**src/rtl/wdk_pkg.sv**
```systemverilog
package wdk_pkg;
  localparam int PS_W  = 5;
  localparam int CNT_W = 1 << PS_W;

  localparam int OFS_CTRL     = 'h00;
  localparam int OFS_CTRL_CLR = 'h04;
  localparam int OFS_CTRL_SET = 'h08;
  localparam int OFS_STAT     = 'h10;
  localparam int OFS_STAT_CLR = 'h14;

  localparam logic [15:0] RESTART_KEY = 16'h5743;
  localparam logic [15:0] CTRL_MASK   = 16'h9FC1;
  localparam logic [7:0]  STAT_MASK   = 8'h1C;

  localparam int BIT_ON  = 15;
  localparam int BIT_WIN = 0;
  localparam int CS_LSB  = 6;
  localparam int PS_LSB  = 8;

  localparam int ST_EXP = 4;
  localparam int ST_SLP = 3;
  localparam int ST_IDL = 2;

  typedef struct packed {
    logic            on;
    logic            win;
    logic [1:0]      clk_sel;
    logic [PS_W-1:0] ps;
  } ctrl_t;
endpackage

```
**src/rtl/wdk_regs.sv**
```systemverilog
module wdk_regs
  import wdk_pkg::*;
#(
  parameter int ADDR_W = 5
) (
  input  logic              clk,
  input  logic              rst_n,
  input  logic              bus_valid,
  input  logic              bus_write,
  input  logic [ADDR_W-1:0] bus_addr,
  input  logic [3:0]        bus_be,
  input  logic [31:0]       bus_wdata,
  output logic              bus_ready,
  output logic [31:0]       bus_rdata,
  input  logic              fire,
  input  logic              pwr_idle,
  input  logic              pwr_sleep,
  output ctrl_t             ctrl,
  output logic              key_hit,
  output logic [7:0]        stat
);
  logic [15:0] ctrl_q, ctrl_d;
  logic [7:0]  stat_q, stat_d;
  logic        gap_q;
  logic        wr;
  logic        sel_ctrl, sel_clr, sel_set, sel_stat, sel_sclr;
  logic [15:0] lane_m, wbits;

  assign bus_ready = ~gap_q;
  assign wr        = bus_valid & bus_ready & bus_write;

  assign sel_ctrl = (bus_addr == ADDR_W'(OFS_CTRL));
  assign sel_clr  = (bus_addr == ADDR_W'(OFS_CTRL_CLR));
  assign sel_set  = (bus_addr == ADDR_W'(OFS_CTRL_SET));
  assign sel_stat = (bus_addr == ADDR_W'(OFS_STAT));
  assign sel_sclr = (bus_addr == ADDR_W'(OFS_STAT_CLR));

  assign lane_m = {{8{bus_be[1]}}, {8{bus_be[0]}}} & CTRL_MASK;
  assign wbits  = bus_wdata[15:0] & lane_m;

  assign key_hit = wr & sel_ctrl & (bus_be == 4'b1100) &
                   (bus_wdata[31:16] == RESTART_KEY);

  always_comb begin
    ctrl_d = ctrl_q;
    if (wr) begin
      if (sel_ctrl)     ctrl_d = (ctrl_q & ~lane_m) | wbits;
      else if (sel_set) ctrl_d = ctrl_q | wbits;
      else if (sel_clr) ctrl_d = ctrl_q & ~wbits;
    end
  end

  always_comb begin
    stat_d = stat_q;
    if (wr && sel_sclr && bus_be[0])
      stat_d = stat_q & ~(bus_wdata[7:0] & STAT_MASK);
    if (fire) begin
      stat_d[ST_EXP] = 1'b1;
      if (pwr_sleep) stat_d[ST_SLP] = 1'b1;
      if (pwr_idle)  stat_d[ST_IDL] = 1'b1;
    end
  end

  always_ff @(posedge clk) begin
    if (!rst_n) begin
      ctrl_q <= '0;
      stat_q <= '0;
      gap_q  <= 1'b0;
    end else begin
      ctrl_q <= ctrl_d;
      stat_q <= stat_d;
      gap_q  <= ctrl_q[BIT_ON] & ~ctrl_d[BIT_ON];
    end
  end

  always_comb begin
    bus_rdata = '0;
    if (sel_ctrl || sel_clr || sel_set) bus_rdata = {16'h0, ctrl_q};
    else if (sel_stat || sel_sclr)      bus_rdata = {24'h0, stat_q};
  end

  assign ctrl.on      = ctrl_q[BIT_ON];
  assign ctrl.win     = ctrl_q[BIT_WIN];
  assign ctrl.clk_sel = ctrl_q[CS_LSB+1:CS_LSB];
  assign ctrl.ps      = ctrl_q[PS_LSB+PS_W-1:PS_LSB];
  assign stat         = stat_q;
endmodule

```
**src/rtl/wdk_timebase.sv**
```systemverilog
module wdk_timebase
  import wdk_pkg::*;
#(
  parameter int PRE_DIV = 32
) (
  input  logic             clk,
  input  logic             rst_n,
  input  ctrl_t            ctrl,
  input  logic             key_hit,
  output logic             fire,
  output logic             rst_req,
  output logic [CNT_W-1:0] count
);
  localparam int PRE_W = (PRE_DIV > 1) ? $clog2(PRE_DIV) : 1;
  localparam bit PRE_POW2 = (PRE_DIV == (1 << PRE_W));

  logic [PRE_W-1:0] pre_q;
  logic [CNT_W-1:0] cnt_q;
  logic [CNT_W-1:0] term, quarter, open_lo;
  logic             tick, at_term, early, restart;

  generate
    if (PRE_POW2) begin : g_pow2
      assign tick = &pre_q;
    end else begin : g_any
      assign tick = (pre_q == PRE_W'(PRE_DIV - 1));
    end
  endgenerate

  assign term    = CNT_W'(1) << ctrl.ps;
  assign quarter = term >> 2;
  assign open_lo = quarter + (quarter << 1);
  assign at_term = (cnt_q == term - CNT_W'(1));
  assign early   = (cnt_q < open_lo);

  assign fire    = ctrl.on & ((tick & at_term) | (key_hit & ctrl.win & early));
  assign restart = ~ctrl.on | key_hit | fire;

  always_ff @(posedge clk) begin
    if (!rst_n) begin
      pre_q   <= '0;
      cnt_q   <= '0;
      rst_req <= 1'b0;
    end else begin
      rst_req <= fire;
      if (restart) begin
        pre_q <= '0;
        cnt_q <= '0;
      end else if (tick) begin
        pre_q <= '0;
        cnt_q <= cnt_q + CNT_W'(1);
      end else begin
        pre_q <= pre_q + PRE_W'(1);
      end
    end
  end

  assign count = cnt_q;
endmodule

```
**src/rtl/wdog_keyclr.sv**
```systemverilog
module wdog_keyclr
  import wdk_pkg::*;
#(
  parameter int ADDR_W  = 5,
  parameter int PRE_DIV = 32
) (
  input  logic              clk,
  input  logic              rst_n,
  input  logic              bus_valid,
  output logic              bus_ready,
  input  logic              bus_write,
  input  logic [ADDR_W-1:0] bus_addr,
  input  logic [3:0]        bus_be,
  input  logic [31:0]       bus_wdata,
  output logic [31:0]       bus_rdata,
  input  logic              pwr_idle,
  input  logic              pwr_sleep,
  output logic              wdt_reset_req
);
  ctrl_t            ctrl;
  logic             key_hit, fire;
  logic [7:0]       stat;
  logic [CNT_W-1:0] tb_count;
  logic             ctrl_on;

  assign ctrl_on = ctrl.on;

  wdk_regs #(.ADDR_W(ADDR_W)) u_regs (
    .clk(clk), .rst_n(rst_n),
    .bus_valid(bus_valid), .bus_write(bus_write), .bus_addr(bus_addr),
    .bus_be(bus_be), .bus_wdata(bus_wdata),
    .bus_ready(bus_ready), .bus_rdata(bus_rdata),
    .fire(fire), .pwr_idle(pwr_idle), .pwr_sleep(pwr_sleep),
    .ctrl(ctrl), .key_hit(key_hit), .stat(stat)
  );

  wdk_timebase #(.PRE_DIV(PRE_DIV)) u_time (
    .clk(clk), .rst_n(rst_n), .ctrl(ctrl), .key_hit(key_hit),
    .fire(fire), .rst_req(wdt_reset_req), .count(tb_count)
  );
endmodule

```
**config.mk**
```make
export PLATFORM = sky130hd
export DESIGN_NAME = wdog_keyclr
export DESIGN_NICKNAME = d
export VERILOG_FILES = /design/src/rtl/wdk_pkg.sv /design/src/rtl/wdk_regs.sv /design/src/rtl/wdk_timebase.sv /design/src/rtl/wdog_keyclr.sv
export SDC_FILE = /design/constraint.sdc
export NUM_CORES = 1
export LEC_CHECK = 0
export ABC_AREA = 1
export BUFFER_PORTS_ARGS = -buffer_cell sky130_fd_sc_hd__buf_2
export CORE_ASPECT_RATIO = 0.75
export CORE_MARGIN = 2
export CORE_UTILIZATION = 45
export CTS_BUF_LIST = sky130_fd_sc_hd__clkbuf_2
export DETAILED_ROUTE_END_ITERATION = 8
export PLACE_DENSITY = 0.64
export SLEW_MARGIN = 20
export SYNTH_ARGS = -nofsm -noshare
export SYNTH_HDL_FRONTEND = slang
export SYNTH_SLANG_ARGS = --single-unit
```
**constraint.sdc**
```tcl
create_clock -name clk -period 4.76 [get_ports clk]
set_clock_uncertainty 0.15 [all_clocks]
set_input_delay 0.952 -clock clk [delete_from_list [all_inputs] [get_ports clk]]
set_output_delay 0.952 -clock clk [all_outputs]
set_load 0.02 [all_outputs]
```
* Word-level counts from Yosys, hierarchy flattened
Cells that the tools add are included.
** Word-level totals
- Output and inout port bits :: 34
- Bits of input ports :: 47
- Flip-flop bits (word level) :: 63
** Cells by class
- $lt $le $gt $ge :: 1
- Shift operators :: 1
- Equality and inequality tests :: 7
- Bitwise logic cells :: 26
- Reduce and logical (&&, ||, !) cells :: 12
- Add/sub/neg operators :: 4
- Mux-type cells :: 10
** Operators with widths (number)
- 2-to-1 mux 16 bit :: 4
- bitwise AND 16 bit :: 3
- adder 30 x 31 -> 32 bit :: 1
- adder 32 x 1 -> 32 bit (second input constant) :: 1
- == test 32 bit :: 1
- < comparator 32 bit :: 1
- 2-to-1 mux 32 bit :: 1
- NOT 16 bit :: 2
- OR 16 bit :: 2
- << shifter 1 x 5 -> 32 bit (first input constant) :: 1
- subtractor 32 x 1 -> 32 bit (second input constant) :: 1
- == test 16 x 15 -> 1 bit (second input constant) :: 1
- bitwise AND 1 bit :: 10
- == test 5 bit (second input constant) :: 2
- bitwise AND 8 bit :: 1
- 2-to-1 mux 8 bit :: 1
- NOT 5 -> 8 bit :: 1
- adder 5 x 1 -> 5 bit (second input constant) :: 1
- == test 5 x 3 -> 1 bit (second input constant) :: 1
- == test 5 x 4 -> 1 bit (second input constant) :: 1
- logical NOT 5 bit :: 1
- 2-to-1 mux 5 bit :: 1
- AND reduction 5 bit :: 1
- == test 4 bit (second input constant) :: 1
- 11 further kinds :: 20

* Logic depth before layout (Yosys ltp)
- Depth in word-level cells :: 12
- Mapped depth :: 29
- Depth with buffers taken out :: 28

* Hierarchy
From an unflattened synthesis, not the netlist that was laid out.
** Second synthesis, totals
- Cell total of the unflattened synthesis :: 1131
- Area total of the unflattened synthesis :: 7300.8 sq um
** Modules (own cells, without submodules)
- wdk_timebase :: sequential area each 760.7 sq um, instances 1, area each 5716.7 sq um, cells an instance 881
- wdk_regs :: sequential area each 400.4 sq um, instances 1, area each 1584.0 sq um, cells an instance 250

* Worst setup path before layout
No wires, ideal clock.
- Kind :: reg-to-reg
- Start :: reg (tool-made name)
- End :: reg u_time.cnt_q[28], in the netlist u_time.count[28]
- Path slack :: 0.506 ns
- Buffers on the path :: 3
- Stages on the path, launching flop included :: 25
- Setup time :: 0.064 ns
- Data arrival time :: 4.040 ns
- Data required time :: 4.546 ns
- Cell sequence :: dfxtp_1 -> buf_2 -> nor2_1 -> buf_4 -> nand3_1 -> inv_1 -> ha_1 -> fa_1 -> nand3_1 -> nand2_1 -> nand3_1 -> o2111ai_1 -> a21o_1 -> a21oi_1 -> o21ai_0 -> xor2_1 -> ha_1 -> nand2_1 -> or4_1 -> a31oi_1 -> nor3_1 -> nand2_1 -> nand3_2 -> buf_4 -> nor2_1
** RTL lines
- to (signal assigned) :: line wdk_timebase.sv:51 : cnt_q <= cnt_q + CNT_W'(1);
- to (decl) :: line wdk_timebase.sv:18 : logic [CNT_W-1:0] cnt_q;

==> results.py <==
metrics = {
    "run_status": {
        "status": "complete, no violations",
    },
    "detailed_routing": {
        "drtIter0Drc": 601,
        "viasPerCell": 5.14,
        "wire_per_inst_um": 14.9,
        "dr.pass1.iters": 6,
        "routed_wl_um": 22400,
        "ant_nets": 0,
        "drcViolationCount": 0,
        "via_count": 7741,
    },
    "floorplan": {
        "core-area_um2": 15300,
        "die_w_um": 149,
        "fp.dieH_um": 113,
        "row_count": 39,
        "io_pins": 81,
        "dieArea_um2": 16800,
        "start_util_pct": 46.4,
    },
    "global_route": {
        "grt_overflow": 0,
        "grt_usage_pct": 26.3,
        "grt_pass1_vias": 7006,
        "grt_max_degree": 33,
        "grt_pass1_wl_um": 35100,
        "antenna_found_initial": 0,
    },
    "worst_setup_path": {
        "rr_worst_depth": 25,
        "r2r_slack_ns": 0.19,
        "cp.required_ns": 5.07,
        "cpMostUsedCell": "nand2_1",
        "crit_arrival_ns": 4.88,
        "cp_slowest_stage_delay_ns": 0.54,
        "crit_path_top_delay_cell": "or4_4",
        "critical_path_class": "reg -> reg",
        "cp-end-kind": "register",
        "startpoint_type": "register",
        "r2r-end": "u_time.count[19]",
        "cp_max_fo": 16,
        "cp_num_buf_inv": 4,
        "cp_top_family": "simple AND/OR/NAND/NOR gates",
    },
    "yosys": {
        "ys.flop_type": "dfxtp_1",
        "ys_warn_count": 0,
        "synth_cells": 1153,
        "synthTopCellsByArea": "ha_1, dfxtp_1, nand2_1, inv_1, nor2_1",
        "synth-adder-area-share_pct": 17.2,
        "syn_avg_cell_area_um2": 6.17,
        "yosysTopAreaCell": "ha_1",
        "synthSimpleGateAreaFrac_pct": 35.8,
        "synth-compound-area-share_pct": 10.0,
        "synth-xor-area-share_pct": 8.87,
        "syn-cell-area_um2": 7110,
        "synth_top_family_by_area": "simple AND/OR/NAND/NOR gates",
        "synth_edf_count": 0,
        "synthDominantCellAreaShare_pct": 16.9,
        "ys_ff_latch": 58,
        "synth_seq_area_share_pct": 16.3,
        "synth-async-reset-ratio_pct": 0,
        "muxShareOfSynthArea_pct": 0,
        "ys_types": 39,
    },
    "clock_network": {
        "cts_tree": "yes",
        "cts_num_sinks": 58,
        "cts_buffer_depth": 2,
        "numCtsBuffers": 9,
        "ctsHtreeMaxLevel": 3,
        "clk_pin_slew_worst_paths_ns": 0.20,
        "cts-root-buf": "clkbuf_2",
        "insertion_delay_ns": 0.53,
        "cts_hold_buf": 0,
    },
    "placement": {
        "portBuffers": 60,
        "place_ws_ns": -0.0287,
        "hpwlAfterDp_um": 18100,
        "gp_congestion": 1.02,
    },
    "timing": {
        "maxSlewViolCount": 0,
        "finalCriticalPeriod_ns": 4.57,
        "timing.final.ws_setup_ns": 0.185,
        "finalSetupTns_ns": 0,
        "setup_viol": 0,
        "relSlewSlack_pct": 61.4,
        "finalHoldViolCount": 0,
        "fmax_mhz": 219,
        "worst_pin_slew_ns": 0.573,
        "period_share_pct": 96.1,
    },
    "finish": {
        "fin_nets": 1439,
        "fillers": 1510,
        "ff_latch_area_um2": 1170,
        "layout_commonest_cell": "nand2_1",
        "final_cell_mix": "nand2_1, inv_1, nor2_1",
        "multiInputGateArea_um2": 5690,
        "final_layout_size_suffix_gt1_share_pct": 20.1,
        "areaGrowthSynthToFinish_pct": 24.5,
    },
    "worst_hold_path": {
        "min_path_type": "reg -> reg",
        "worstHoldPathCells": 2,
    },
    "power_and_ir_drop": {
        "p_leak_nw": 4.36,
        "irDropWorstVdd_uv": 113,
        "finalPower_w": 0.000920,
        "power_density_nw_per_um2": 104,
    },
    "job": {
        "maxCapViolCount": 0,
    },
}
## per-stage QoR
stage / instance area (um^2) / utilization, % / std cells / hold WS [ns]
final: 8850 / 57.8 / 1506 / 0.289
after detailed placement: 8100 / 52.8 / 1478 / 0.268
after global routing: 8850 / 57.7 / 1505 / 0.316
after floorplan: 7170 / - / 1168 / 0.257
after global placement: 8100 / 52.8 / 1478 / 0.264
after CTS: 8210 / 53.6 / 1494 / 0.292
## report_power, final
part | switching, W | internal (W)
combinational | 0.0000875 | 0.0000501
clock | 0.000222 | 0.0000720
sequential | 0.00000164 | 0.000486
total | 0.000311 | 0.000608
## routing by layer
layer / up-vias / track usage [%] / part of all wire (%)
met2: 269 / 38.7 / 41
met3: 20 / 4.11 / 8.0
met5: - / 0 / 0
met4: 0 / 4.06 / 0.88
li1: 3977 / - / -
met1: 3475 / 40.9 / 51
## worst max-delay path by stage
stage	slack [ns]	end	cells after the start	from
2_1_floorplan	0.51	u_time.count[28]	24	register
3_3_place_gp	0.0007	u_time.count[27]	25	register
3_5_place_dp	-0.03	u_time.count[22]	24	register
4_1_cts	0.02	u_time.count[15]	25	register
5_1_grt	-0.04	u_time.pre_q[3]	24	register
6_report	0.19	u_time.count[19]	25	register
## worst reg2reg max path, cell delays in order (launching register included)
cell and delay (ns):
dfxtp_4 0.42, buf_4 0.13, nand2_2 0.12, nor2_2 0.18, inv_1 0.13, ha_4 0.28, nand2_1 0.16, buf_4 0.15
o21ai_0 0.10, a21oi_2 0.14, nor2_1 0.06, nor2_1 0.11, nand2_2 0.09, nand2_1 0.07, o211ai_1 0.15, a21oi_2 0.26
xor2_1 0.11, ha_1 0.28, nand2_1 0.06, or4_4 0.54, a31oi_1 0.16, nor3_1 0.07, nand2_1 0.16, nand3_4 0.13
clkbuf_16 0.22, nor2_1 0.09
## synth_stat cells, drive strengths merged (2+ instances only)
master and number:
nand2 276, nor2 171, inv 168, ha 96, nand3 84, a21oi 68
dfxtp 58, xor2 48, o21ai 40, buf 25, xnor2 24, nand4 21
nor3 20, nor4 10, nand3b 8, a211oi 6, clkbuf 4, a31oi 3
clkinv 3, o21a 3, a21boi 2, a21o 2, nor4b 2, o2111ai 2
o21bai 2
## final cells by class
cell class,instances,share of cell area (%)
timing repair buffer,145,11.2
multi-input combinational,910,64.2
clock inverter,7,0.608
sequential,58,13.3
inverter,171,7.28
tap,205,2.90
antenna,1,0.0283
clock buffer,9,0.509
## repair_timing
action,CTS,global route
endpoints found under the setup margin,37,41
setup buffers,0,10
pin swaps,0,17
gates resized for setup,7,113
cloned,0,1
## cell families after synthesis
family	count (synthesis)
and+or+nand+nor	594
buffers and inverters	200
AOI/OAI and AO/OA	131
adders and majority gates	97
xor gates and xnor gates	72
DFF	58
other	1
Power figures use the tool's default switching activity.
